File: src/rtl/spinvm_pkg.sv
package spinvm_pkg;
   localparam logic [7:0] CMD_WREN = 8'h06;
   localparam logic [7:0] CMD_WRDI = 8'h04;
   localparam logic [7:0] CMD_RDSR = 8'h05;
   localparam logic [7:0] CMD_WRSR = 8'h01;
   localparam logic [7:0] CMD_READ = 8'h03;
   localparam logic [7:0] CMD_WRIT = 8'h02;

   typedef enum logic [2:0] {
      ST_CMD,
      ST_AHI,
      ST_ALO,
      ST_WDAT,
      ST_RDAT,
      ST_SRW,
      ST_SRR,
      ST_SKIP
   } fe_state_e;
endpackage

File: src/rtl/spinvm_sync.sv
module spinvm_sync #(
   parameter int          W      = 3,
   parameter int          STAGES = 2,
   parameter logic [W-1:0] RST_V = '0
) (
   input  logic         clk,
   input  logic         rst_n,
   input  logic [W-1:0] d,
   output logic [W-1:0] q
);
   generate
      if (STAGES == 0) begin : g_bypass
         assign q = d;
      end else begin : g_chain
         logic [W-1:0] stg [STAGES];
         always_ff @(posedge clk or negedge rst_n) begin
            if (!rst_n) begin
               for (int i = 0; i < STAGES; i++) stg[i] <= RST_V;
            end else begin
               stg[0] <= d;
               for (int i = 1; i < STAGES; i++) stg[i] <= stg[i-1];
            end
         end
         assign q = stg[STAGES-1];
      end
   endgenerate
endmodule

File: src/rtl/spinvm_serdes.sv
module spinvm_serdes #(
   parameter int W = 8
) (
   input  logic         clk,
   input  logic         rst_n,
   input  logic         win_on,
   input  logic         rise,
   input  logic         fall,
   input  logic         sdi,
   input  logic         tx_en,
   input  logic [W-1:0] tx_byte,
   output logic         rx_done,
   output logic [W-1:0] rx_byte,
   output logic         tx_start,
   output logic         sdo,
   output logic         sdo_oe
);
   localparam int CW = $clog2(W);
   localparam logic [CW-1:0] LAST = CW'(W - 1);

   logic [CW-1:0] rcnt, tcnt;
   logic [W-1:0]  rx_sr, tx_sr;

   always_ff @(posedge clk or negedge rst_n) begin
      if (!rst_n) begin
         rcnt     <= '0;
         tcnt     <= '0;
         rx_sr    <= '0;
         tx_sr    <= '0;
         rx_done  <= 1'b0;
         rx_byte  <= '0;
         tx_start <= 1'b0;
         sdo      <= 1'b0;
         sdo_oe   <= 1'b0;
      end else begin
         rx_done  <= 1'b0;
         tx_start <= 1'b0;
         if (!win_on) begin
            rcnt <= '0;
         end else if (rise) begin
            rx_sr <= {rx_sr[W-2:0], sdi};
            rcnt  <= (rcnt == LAST) ? '0 : rcnt + 1'b1;
            if (rcnt == LAST) begin
               rx_done <= 1'b1;
               rx_byte <= {rx_sr[W-2:0], sdi};
            end
         end
         if (!win_on || !tx_en) begin
            tcnt   <= '0;
            sdo_oe <= 1'b0;
         end else if (fall) begin
            sdo_oe <= 1'b1;
            tcnt   <= (tcnt == LAST) ? '0 : tcnt + 1'b1;
            if (tcnt == '0) begin
               sdo      <= tx_byte[W-1];
               tx_sr    <= tx_byte << 1;
               tx_start <= 1'b1;
            end else begin
               sdo   <= tx_sr[W-1];
               tx_sr <= tx_sr << 1;
            end
         end
      end
   end


   tx_edge_chk: assert property (@(posedge clk) disable iff (!rst_n)
      !$stable(sdo) |-> $past(fall));
endmodule

File: src/rtl/spinvm_cmd.sv
module spinvm_cmd
   import spinvm_pkg::*;
#(
   parameter int ADDR_W = 13,
   parameter int W      = 8
) (
   input  logic              clk,
   input  logic              rst_n,
   input  logic              win_on,
   input  logic              rx_done,
   input  logic [W-1:0]      rx_byte,
   input  logic              tx_start,
   input  logic              wr_allow,
   input  logic [W-1:0]      mem_rdata,
   input  logic [W-1:0]      stat_rdata,
   output logic              tx_en,
   output logic [W-1:0]      tx_byte,
   output logic [ADDR_W-1:0] mem_addr,
   output logic              mem_rd,
   output logic              mem_wr,
   output logic [W-1:0]      mem_wdata,
   output logic              ev_wren,
   output logic              ev_wrdi,
   output logic              ev_wrsr,
   output logic [W-1:0]      ev_sr_data,
   output logic              ev_wr_end
);
   fe_state_e  st;
   logic [W-1:0] addr_hi, rd_buf;
   logic       rd_op, op_wr, adv_pend, fetch_pend, rd_vld;

   assign tx_en   = (st == ST_RDAT) || (st == ST_SRR);
   assign tx_byte = (st == ST_SRR) ? stat_rdata : rd_buf;

   always_ff @(posedge clk or negedge rst_n) begin
      if (!rst_n) begin
         st         <= ST_CMD;
         addr_hi    <= '0;
         rd_buf     <= '0;
         rd_op      <= 1'b0;
         op_wr      <= 1'b0;
         adv_pend   <= 1'b0;
         fetch_pend <= 1'b0;
         rd_vld     <= 1'b0;
         mem_addr   <= '0;
         mem_rd     <= 1'b0;
         mem_wr     <= 1'b0;
         mem_wdata  <= '0;
         ev_wren    <= 1'b0;
         ev_wrdi    <= 1'b0;
         ev_wrsr    <= 1'b0;
         ev_sr_data <= '0;
         ev_wr_end  <= 1'b0;
      end else begin
         mem_rd    <= 1'b0;
         mem_wr    <= 1'b0;
         ev_wren   <= 1'b0;
         ev_wrdi   <= 1'b0;
         ev_wrsr   <= 1'b0;
         ev_wr_end <= 1'b0;
         rd_vld    <= mem_rd;
         if (rd_vld) rd_buf <= mem_rdata;
         if (adv_pend) begin
            mem_addr <= mem_addr + 1'b1;
            adv_pend <= 1'b0;
         end
         if (fetch_pend) begin
            mem_rd     <= 1'b1;
            fetch_pend <= 1'b0;
         end
         if (!win_on) begin
            st         <= ST_CMD;
            ev_wr_end  <= op_wr;
            op_wr      <= 1'b0;
            fetch_pend <= 1'b0;
         end else if (rx_done) begin
            case (st)
               ST_CMD: begin
                  case (rx_byte)
                     CMD_WREN: begin ev_wren <= 1'b1; st <= ST_SKIP; end
                     CMD_WRDI: begin ev_wrdi <= 1'b1; st <= ST_SKIP; end
                     CMD_RDSR: st <= ST_SRR;
                     CMD_WRSR: begin op_wr <= 1'b1; st <= ST_SRW; end
                     CMD_READ: begin rd_op <= 1'b1; st <= ST_AHI; end
                     CMD_WRIT: begin rd_op <= 1'b0; op_wr <= 1'b1; st <= ST_AHI; end
                     default:  st <= ST_SKIP;
                  endcase
               end
               ST_AHI: begin
                  addr_hi <= rx_byte;
                  st      <= ST_ALO;
               end
               ST_ALO: begin
                  mem_addr <= ADDR_W'({addr_hi, rx_byte});
                  if (rd_op) begin
                     fetch_pend <= 1'b1;
                     st         <= ST_RDAT;
                  end else begin
                     st <= ST_WDAT;
                  end
               end
               ST_WDAT: begin
                  if (wr_allow) begin
                     mem_wr    <= 1'b1;
                     mem_wdata <= rx_byte;
                  end
                  adv_pend <= 1'b1;
               end
               ST_SRW: begin
                  ev_wrsr    <= 1'b1;
                  ev_sr_data <= rx_byte;
                  st         <= ST_SKIP;
               end
               ST_SRR:  st <= ST_SKIP;
               default: ;
            endcase
         end else if (tx_start && st == ST_RDAT) begin
            mem_addr   <= mem_addr + 1'b1;
            fetch_pend <= 1'b1;
         end
      end
   end


   wr_gate_chk: assert property (@(posedge clk) disable iff (!rst_n)
      mem_wr |-> $past(wr_allow));


   addr_step_chk: assert property (@(posedge clk) disable iff (!rst_n)
      mem_wr |=> (mem_addr == $past(mem_addr) + 1'b1));


   ev_onehot_chk: assert property (@(posedge clk) disable iff (!rst_n)
      $onehot0({ev_wren, ev_wrdi, ev_wrsr, mem_wr}));
endmodule

File: src/rtl/spi_nvm_front.sv
module spi_nvm_front #(
   parameter int ADDR_W      = 13,
   parameter int SYNC_STAGES = 2
) (
   input  logic              clk,
   input  logic              rst_n,
   input  logic              cs_n,
   input  logic              sck,
   input  logic              sdi,
   output logic              sdo,
   output logic              sdo_oe,
   output logic [ADDR_W-1:0] mem_addr,
   output logic              mem_rd,
   input  logic [7:0]        mem_rdata,
   output logic              mem_wr,
   output logic [7:0]        mem_wdata,
   input  logic              wr_allow,
   input  logic [7:0]        stat_rdata,
   output logic              ev_wren,
   output logic              ev_wrdi,
   output logic              ev_wrsr,
   output logic [7:0]        ev_sr_data,
   output logic              ev_wr_end
);
   localparam int BW = 8;

   generate
      if (ADDR_W < 1 || ADDR_W > 2 * BW) begin : g_bad_addr
         $error("ADDR_W must fit in the two address bytes");
      end
      if (SYNC_STAGES < 0 || SYNC_STAGES > 4) begin : g_bad_sync
         $error("SYNC_STAGES must be 0 to 4");
      end
   endgenerate

   logic [2:0] pins_s;
   logic       cs_s, sck_s, sdi_s, sck_p, win_on, rise, fall;
   logic       rx_done, tx_start, tx_en;
   logic [BW-1:0] rx_byte, tx_byte;

   spinvm_sync #(.W(3), .STAGES(SYNC_STAGES), .RST_V(3'b100)) u_sync (
      .clk(clk), .rst_n(rst_n), .d({cs_n, sck, sdi}), .q(pins_s));

   assign cs_s  = pins_s[2];
   assign sck_s = pins_s[1];
   assign sdi_s = pins_s[0];

   always_ff @(posedge clk or negedge rst_n) begin
      if (!rst_n) sck_p <= 1'b0;
      else        sck_p <= sck_s;
   end

   assign win_on = !cs_s;
   assign rise   = win_on && sck_s && !sck_p;
   assign fall   = win_on && !sck_s && sck_p;

   spinvm_serdes #(.W(BW)) u_serdes (
      .clk(clk), .rst_n(rst_n), .win_on(win_on), .rise(rise), .fall(fall),
      .sdi(sdi_s), .tx_en(tx_en), .tx_byte(tx_byte), .rx_done(rx_done),
      .rx_byte(rx_byte), .tx_start(tx_start), .sdo(sdo), .sdo_oe(sdo_oe));

   spinvm_cmd #(.ADDR_W(ADDR_W), .W(BW)) u_cmd (
      .clk(clk), .rst_n(rst_n), .win_on(win_on), .rx_done(rx_done),
      .rx_byte(rx_byte), .tx_start(tx_start), .wr_allow(wr_allow),
      .mem_rdata(mem_rdata), .stat_rdata(stat_rdata), .tx_en(tx_en),
      .tx_byte(tx_byte), .mem_addr(mem_addr), .mem_rd(mem_rd),
      .mem_wr(mem_wr), .mem_wdata(mem_wdata), .ev_wren(ev_wren),
      .ev_wrdi(ev_wrdi), .ev_wrsr(ev_wrsr), .ev_sr_data(ev_sr_data),
      .ev_wr_end(ev_wr_end));


   oe_window_chk: assert property (@(posedge clk) disable iff (!rst_n)
      sdo_oe |-> $past(win_on));
endmodule

File: config.mk
export PLATFORM = sky130hd
export DESIGN_NAME = spi_nvm_front
export DESIGN_NICKNAME = d
export VERILOG_FILES = /design/src/rtl/spinvm_pkg.sv /design/src/rtl/spinvm_sync.sv /design/src/rtl/spinvm_serdes.sv /design/src/rtl/spinvm_cmd.sv /design/src/rtl/spi_nvm_front.sv
export SDC_FILE = /design/constraint.sdc
export NUM_CORES = 1
export LEC_CHECK = 0
export BUFFER_PORTS_ARGS = -buffer_cell sky130_fd_sc_hd__buf_4
export CAP_MARGIN = 25
export CORE_UTILIZATION = 55
export DETAILED_ROUTE_END_ITERATION = 8
export PLACE_DENSITY = 0.77
export SETUP_SLACK_MARGIN = 0.4
export SYNTH_ARGS = -nofsm -noshare
export SYNTH_HDL_FRONTEND = slang
export SYNTH_SLANG_ARGS = --single-unit
File: constraint.sdc
create_clock -name clk -period 2.9 [get_ports clk]
set_input_delay 0.29 -clock clk [delete_from_list [all_inputs] [get_ports clk]]
set_output_delay 0.29 -clock clk [all_outputs]
set_load 0.05 [all_outputs]
==> results of run 1 <==
worst register-to-register path, delay by kind of cell (launching register included):
| kind | cells | cell delay, ns |
|---|---|---|
| XOR/XNOR | 1 | 0.11 |
| AO/OA/AOI/OAI | 1 | 0.32 |
| AND/OR/NAND/NOR | 3 | 0.91 |
| flip-flops | 1 | 0.56 |
cell usage after synthesis, types with 3 or more instances:
cell type,count
a21oi_1,9
a221o_1,3
a31oi_1,3
buf_2,9
clkbuf_1,6
dfrtp_1,93
ha_1,6
inv_1,11
mux2_2,51
mux2i_1,9
nand2_1,28
nand2b_1,7
nand3_1,3
nand4_1,10
nor2_1,27
nor3_1,10
nor4_1,4
o21ai_0,16
o221ai_1,5
xnor2_1,15
xor2_1,3
cell families (layout without fill, tap and decap cells):
group | Yosys count | count (layout)
xor gates and xnor gates | 18 | 18
and+or+nand+nor | 110 | 110
muxes | 60 | 60
DFF | 95 | 95
adders and majority gates | 6 | 6
AOI/OAI and AO/OA | 52 | 52
buffers and inverters | 28 | 88
cell type report:
| type | count | area share |
|---|---|---|
| multi-input combinational | 246 | 0.366 |
| clock inverter | 7 | 0.0126 |
| inverter | 11 | 0.00815 |
| sequential | 95 | 0.470 |
| clock buffer | 9 | 0.0245 |
| timing repair buffer | 61 | 0.0934 |
| tap | 102 | 0.0252 |
through the flow:
step                      power, W  area, µm²  setup WS, ns
final                      0.00235       5060         0.895
after global routing       0.00245       5060         0.769
after CTS                  0.00237       5050         0.888
after detailed placement   0.00154       4870         0.891
after global placement     0.00154       4870         0.960
after floorplan            0.00147       4360         0.952
worst max-delay path by stage:
stage                      start                 end  slack [ns]  cells past startpoint
2_1_floorplan  u_cmd.mem_addr[0]  u_cmd.mem_addr[12]        0.95                      6
3_3_place_gp         u_cmd.st[0]  u_cmd.mem_addr[10]        0.96                      5
3_5_place_dp         u_cmd.st[0]  u_cmd.mem_addr[10]        0.89                      5
4_1_cts              u_cmd.st[0]  u_cmd.mem_addr[10]        0.89                      5
5_1_grt              u_cmd.st[0]   u_serdes.tx_sr[2]        0.77                      4
6_report             u_cmd.st[0]  u_cmd.mem_addr[10]        0.90                      5
power by group through the flow:
| stage | logic (W) | registers [W] | clock network, W |
|---|---|---|---|
| final | 0.000113 | 0.00140 | 0.000835 |
| after global routing | 0.000125 | 0.00141 | 0.000912 |
| after CTS | 0.000115 | 0.00140 | 0.000853 |
| after detailed placement | 0.000114 | 0.00143 | 0 |
| after global placement | 0.000110 | 0.00143 | 0 |
| after floorplan | 0.0000576 | 0.00142 | 0 |
registers in the layout, summed over array words and instances (netlist names), 3 cells and up:
name	count
u_cmd.st	3
u_cmd.addr_hi	5
u_sync.g_chain.stg	3
u_serdes.rx_byte	8
u_serdes.tx_sr	7
u_serdes.tcnt	3
u_cmd.rd_buf	8
u_serdes.rcnt	3
u_cmd.mem_wdata	8
u_cmd.ev_sr_data	8
u_serdes.rx_sr	7
u_sync.q	3
u_cmd.mem_addr	13
metal layers:
layer  vias up  global-route usage  wire, µm
li1       1431                   -         -
met1      1465               0.312      3920
met2        83               0.348      4090
met3        18              0.0486       361
met4         0              0.0939       203
met5         -                   0         0
==> flow_summary.ini, run 1 <==
[route]
postRouteAntennaNets = 0
drcViolationCount = 0
wl_per_cell_um = 16.2
first_iter_violations = 173
finalWirelength_um = 8580
vias_per_cell = 5.64
first_pass_iters = 4
via_count = 2997

[critical_path]
arrival_ns = 2.26
crit_slowest_cell = dfrtp_1
cp.required_ns = 3.16
end_kind = flip-flop
crit_path_start_kind = flip-flop
reg2reg_depth = 5
max_stage_delay_ns = 0.56
crit_family = simple AND/OR/NAND/NOR gates
path_class = reg2reg
r2r_slack_ns = 0.90
crit_fanout = 15
r2r_end = u_cmd.mem_addr[10]
r2r-start = u_cmd.st[0]
path_buf_inv = 0
cp_cell_sequence = and4bb_4, nor2_1, nor4_1, xor2_1, a221o_1

[placed_design]
place_congestion = 0.918
portBuffers = 58
hpwl_um = 6040
place_inst = 514

[synth]
synth_top_cell_by_area = dfrtp_1
synth_compound_area_frac = 0.0864
syn_area_um2 = 4360
avgSynthCellArea_um2 = 11.8
yosysUniqueCellTypes = 54
yosys.area_share.simple = 0.134
synth_fa_ha_area_frac = 0.0172
synth_nets = 397
synth_top_family_by_area = multiplexers
synth_edf_count = 0
synthArstFlopShare = 1.00
ys_warn_count = 0
synth-xor-area-share = 0.0362
synth_top_cell_area_share = 0.534
synthFlopType = dfrtp_1
ys_seq_elements = 95
synth_mux_area_frac = 0.152
netlist_instances = 369
ys_seq_area_frac = 0.546
ys_top_cells_by_area = dfrtp_1 53%, mux2_2 13%, xnor2_1 3.0%, nand2_1 2.4%, nor2_1 2.3%

[sta]
hold_viol = 4
fin_tns_setup_ns = 0
setup_viol = 0
finalCritPeriodShare = 0.691
holdWs_ns = -0.0166
slew_violations = 0
skew_ns = 0.0109
maxSlewHeadroom = 0.478
worstMarginPinSlew_ns = 0.783
fin_crit_ns = 2.00
rsz0062_at_grt = false
fmax_mhz = 499

[global_routing]
antenna_found_initial = 0
grt_max_degree = 62
grt_pass1_wl_um = 14600
grt_pass1_vias = 2962
grt_overflow = 0
grtUsageTotal = 0.226

[cts]
clkLatencyLatePin_ns = 0.37
post_cts_hold_buffer_count = 0
cts_setup_buffers = 0
cts-root-buf = clkbuf_8
cts_resized = 0
cts_tree = done
clock-sinks = 95
cts_max_level = 3
cts_inserted_buffers = 9
clockBufferDepth = 2
clkTransAtPathRegs_ns = 0.10

[finish]
fill_cells = 598
post-route-util = 0.659
mostFrequentLayoutCell = dfrtp_1
final_cell_mix = 93 x dfrtp_1, 59 x buf_4, 51 x mux2_2
nets = 452
regArea_um2 = 2380
synthToLayoutAreaGrowth_pct = 16.3
final_cells = 531
multi_input_comb_area_um2 = 1860
diodes = 0
drive_above_1_share = 0.326

[run_status]
status = finished with violations
violations = negative hold slack

[pwr]
clockPowerShare = 0.355
ir_drop_uv = 478
p_leak_nw = 2.37
switching_share = 0.251
p_switching_w = 0.000592
power_density_nw_per_um2 = 464
internal_power_w = 0.00176
pwr-share-seq = 0.597
combPwrFrac = 0.048

[floorplanning]
coreArea_um2 = 7690
initial_core_util = 0.567
die_height_um = 91
die-area_um2 = 8280
io_pins = 59
die_w_um = 91
rows = 32

[hold_path]
hold_path_class = in2async

[flow_run]
maxCapViolations = 0
Note: power is estimated with default switching activity, not from simulation.
==> inputs of run 2 (changes only) <==
Clock period 2.9 ns to 2.1 ns, I/O delays scaled along.
==> flow_summary.ini, run 2 (synthesis results as in run 1) <==
[global_routing]
grt_overflow = 0
antenna_found_initial = 0
grt_pass1_vias = 3120
grtUsageTotal = 0.233
grt_max_degree = 44
grt_pass1_wl_um = 15000

[finish]
diodes = 0
final_cells = 553
largest_register_ffs = 13
final_cell_mix = 82 x dfrtp_1, 78 x buf_4, 51 x mux2_2
mostFrequentLayoutCell = dfrtp_1
drive_above_1_share = 0.408
nets = 474
top_register = u_cmd.mem_addr
synthToLayoutAreaGrowth_pct = 23.2
fill_cells = 586

[critical_path]
r2r-start = u_cmd.st[1]
r2r_slack_ns = 0.38
cp_cell_sequence = buf_4, buf_4, inv_1, a211oi_1, o21ai_0, nand2b_1, a21oi_1
path_common_cell = buf_4
path_class = reg2reg
crit_start = u_cmd.st[1]
arrival_ns = 2.02
path_buf_inv = 3
max_stage_delay_ns = 0.41
end_kind = flip-flop
r2r_end = u_cmd.st[1]
cp.required_ns = 2.40
crit_family = compound AO/OA/AOI/OAI gates
reg2reg_depth = 7
crit_slowest_cell = dfrtp_1
crit_path_start_kind = flip-flop
crit_fanout = 10

[route]
routed-wl-met2_um = 4530
via_count = 3125
finalWirelength_um = 9110
vias_per_cell = 5.65
first_pass_iters = 5
wl_per_cell_um = 16.5
drcViolationCount = 0
postRouteAntennaNets = 0
dr.max_layer_used = met4
dr_wl_met3_um = 348
wl_met1_um = 4040
first_iter_violations = 184

[cts]
cts-root-buf = clkbuf_8
clkLatencyLatePin_ns = 0.37
cts_inserted_buffers = 9
cts_tree = done
clockBufferDepth = 2
cts_max_level = 3
clock-sinks = 95
clkTransAtPathRegs_ns = 0.10

[floorplanning]
die_w_um = 91
rows = 32
io_pins = 59
die-area_um2 = 8280
die_height_um = 91
coreArea_um2 = 7690
initial_core_util = 0.567

[sta]
worstMarginPinSlew_ns = 0.480
skew_ns = 0.0119
fmax_mhz = 582
setup_viol = 0
fin_crit_ns = 1.72
hold_viol = 0
fin_tns_setup_ns = 0
finalCritPeriodShare = 0.818
slew_violations = 0
maxSlewHeadroom = 0.680
layout_setup_ws_ns = 0.382
rsz0062_at_grt = true

[placed_design]
place_inst = 522
portBuffers = 58
place_congestion = 0.874
pre_cts_slack_ns = 0.221
hpwl_um = 6180

[run_status]
status = completed

[hold_path]
hp-start = mem_rdata[6]
hold-path-endpoint = u_cmd.rd_buf[6]
hold_path_class = in2reg
holdPathStages = 2

[pwr]
ir_drop_uv = 698
total_power_w = 0.00338
power_density_nw_per_um2 = 629
p_leak_nw = 2.51

[flow_run]
maxCapViolations = 0
==> run 2: how the worst max path moves through the flow <==
stage                               to  slack, ns  cells past startpoint
finish                     u_cmd.st[1]       0.38                      7
global route               u_cmd.st[1]       0.26                      7
CTS                 u_cmd.mem_addr[11]       0.36                      5
detailed placement   u_cmd.mem_addr[6]       0.22                      5
global placement     u_cmd.mem_addr[7]       0.29                      4
floorplan           u_cmd.mem_addr[11]       0.40                      6
==> run 2: metrics by stage <==
stage	instance area (µm²)	util	hold WS (ns)
finish	5370	0.698	0.0643
global route	5370	0.698	0.0486
CTS	5280	0.687	0.0551
detailed placement	4960	0.646	0.184
global placement	4960	0.646	0.181
floorplan	4400	-	-0.0856
==> run 2: routing by layer <==
| layer | global-route usage | vias up |
|---|---|---|
| met5 | 0 | - |
| met4 | 0.102 | 0 |
| met3 | 0.0461 | 22 |
| met2 | 0.371 | 69 |
| met1 | 0.313 | 1562 |
| li1 | - | 1472 |
==> run 2: area by class of cell <==
type | count | area, µm² | area share
Sequential cell | 95 | 2400 | 0.446
Multi-Input combinational cell | 246 | 1950 | 0.363
Timing Repair Buffer | 83 | 646 | 0.120
Tap cell | 102 | 128 | 0.0238
Clock buffer | 9 | 124 | 0.0231
Clock inverter | 7 | 85.1 | 0.0159
Inverter | 11 | 41.3 | 0.00769
==> run 2: what timing repair did <==
action,CTS,global route
gates cloned,0,0
hold buffers,4,0
endpoints found under the hold margin,32,0
setup endpoints to repair,32,51
setup buffers,5,6
pin swaps,3,5
gates resized for setup,8,12
==> run 2: where the power goes <==
part           internal (W)  switching [W]
registers           0.00189      0.0000466
logic             0.0000936      0.0000803
clock network      0.000575       0.000689
total               0.00256       0.000816
==> inputs of run 3 (changes only) <==
Settings changed: CORE_UTILIZATION 55 to 52, PLACE_DENSITY 0.77 to 0.76.
Clock period 2.1 ns to 1.4 ns, I/O delays scaled along.
==> flow_summary.ini, run 3 (synthesis results as in run 1) <==
[run_status]
status = finished with violations
violations = negative setup slack

[route]
via_count = 4065
vias_per_cell = 6.17
dr.max_layer_used = met4
first_pass_iters = 6
first_iter_violations = 377
routed-wl-met2_um = 7540
postRouteAntennaNets = 0
wl_per_cell_um = 23.3
finalWirelength_um = 15300
dr_wl_met3_um = 1120
wl_met1_um = 5900
drcViolationCount = 0

[global_routing]
antenna_found_initial = 0
grt_overflow = 0
grt_pass1_wl_um = 21000
grt_pass1_vias = 3973
grt_max_degree = 42
grtUsageTotal = 0.326

[cts]
cts_max_level = 3
cts-root-buf = clkbuf_8
cts_inserted_buffers = 9
clkTransAtPathRegs_ns = 0.12
cts_tree = done
clkLatencyLatePin_ns = 0.40
clock-sinks = 95
clockBufferDepth = 2

[critical_path]
crit_family = simple AND/OR/NAND/NOR gates
crit_slowest_cell = or4_4
end_kind = flip-flop
path_buf_inv = 0
cp_cell_sequence = or4_4, nor3_4, nand4_1, mux2_2
max_stage_delay_ns = 0.60
path_class = reg2reg
crit_path_start_kind = flip-flop
cp.required_ns = 1.67
arrival_ns = 2.17
crit_fanout = 3

[placed_design]
placed_cell_area_um2 = 5750
place_congestion = 0.885
portBuffers = 58
hpwl_um = 7240

[finish]
nets = 577
top_register = u_cmd.mem_addr
synthToLayoutAreaGrowth_pct = 61.2
mostFrequentLayoutCell = buf_4
largest_register_ffs = 13
post-route-util = 0.859
multi_input_comb_area_um2 = 2460
final_cell_area_um2 = 7020
diodes = 0
final_cell_mix = 95 x buf_4, 78 x dfrtp_1, 57 x buf_6
drive_above_1_share = 0.603
regArea_um2 = 2400
fill_cells = 349

[sta]
skew_ns = 0.0216
holdWs_ns = 0.0952
hold_viol = 0
finalCritPeriodShare = 1.35
fin_crit_ns = 1.90
worstMarginPinSlew_ns = 0.507
layout_setup_ws_ns = -0.496
fmax_mhz = 527
rsz0062_at_grt = true
setup_viol = 64
maxSlewHeadroom = 0.659
slew_violations = 0

[floorplanning]
rows = 33
io_pins = 59
die_w_um = 93.5
initial_core_util = 0.533
die-area_um2 = 8750
die_height_um = 93.5
coreArea_um2 = 8180

[pwr]
p_leak_nw = 3.26
ir_drop_uv = 840
power_density_nw_per_um2 = 737

[flow_run]
maxCapViolations = 0

[hold_path]
hold_path_class = in2async
## run 3: cell count changes in the layout (fill, tap and decap cells not counted), sizes merged
cell,before,now
buf,79,171
and2,2,3
nand2,29,30
clkinv,2,1
bufinv,1,0
clkinvlp,0,2
dlygate4sd3,4,12
nand2b,7,8
## run 3: stage by stage
stage / cells / setup TNS [ns] / worst slack [ns] / total power (W)
final: 659 / -13.28 / -0.496 / 0.00518
after global routing: 659 / -15.62 / -0.575 / 0.00533
after CTS: 636 / -7.18 / -0.329 / 0.00512
after detailed placement: 584 / -8.20 / -0.306 / 0.00332
after global placement: 584 / -6.49 / -0.235 / 0.00329
after floorplan: 369 / -6.24 / -0.288 / 0.00313
## run 3: timing repair
item	4_1_cts	5_1_grt
gates resized for setup	122	24
pin swaps	30	13
setup endpoints to repair	122	115
hold endpoints to repair	104	0
buffers inserted	21	23
hold buffers	12	0
gates cloned	3	0
## run 3: power breakdown
group	internal, W	switching (W)	total, W
clock network	0.000687	0.00115	0.00184
registers	0.00284	0.0000885	0.00293
logic	0.000239	0.000170	0.000409
## run 3: area by class of cell
cell class,instances,share of cell area
Tap cell,105,0.0187
Inverter,11,0.00659
Sequential cell,95,0.342
Clock buffer,9,0.0176
Clock inverter,7,0.00909
Multi-Input combinational cell,249,0.351
Timing Repair Buffer,183,0.255
## run 3: final timing paths
path	to	startpoint	depth (start not counted)	slack, ns
worst max-delay path	u_cmd.rd_op	u_serdes.rx_byte[5]	4	-0.50
worst min-delay path	u_cmd.mem_addr[5]	rst_n	2	0.1
worst max register to register	u_cmd.rd_op	u_serdes.rx_byte[5]	4	-0.50
worst min register to register	u_cmd.mem_rd	u_cmd.fetch_pend	0	0.36
max in group asynchronous	u_cmd.mem_addr[0]	rst_n	3	0.71
min in group clk	u_serdes.tx_sr[1]	stat_rdata[0]	3	0.10
## run 3: metal layers
layer / vias to the layer above / GRT usage
li1: 1679 / -
met1: 2040 / 0.397
met2: 264 / 0.551
met3: 82 / 0.0724
met4: 0 / 0.147
met5: - / 0
## run 3: worst reg2reg max path: cells and delay by family (launching register included)
family	cells	cell delay (ns)
flip-flops	1	0.46
multiplexers	1	0.34
AND/OR/NAND/NOR	3	0.98
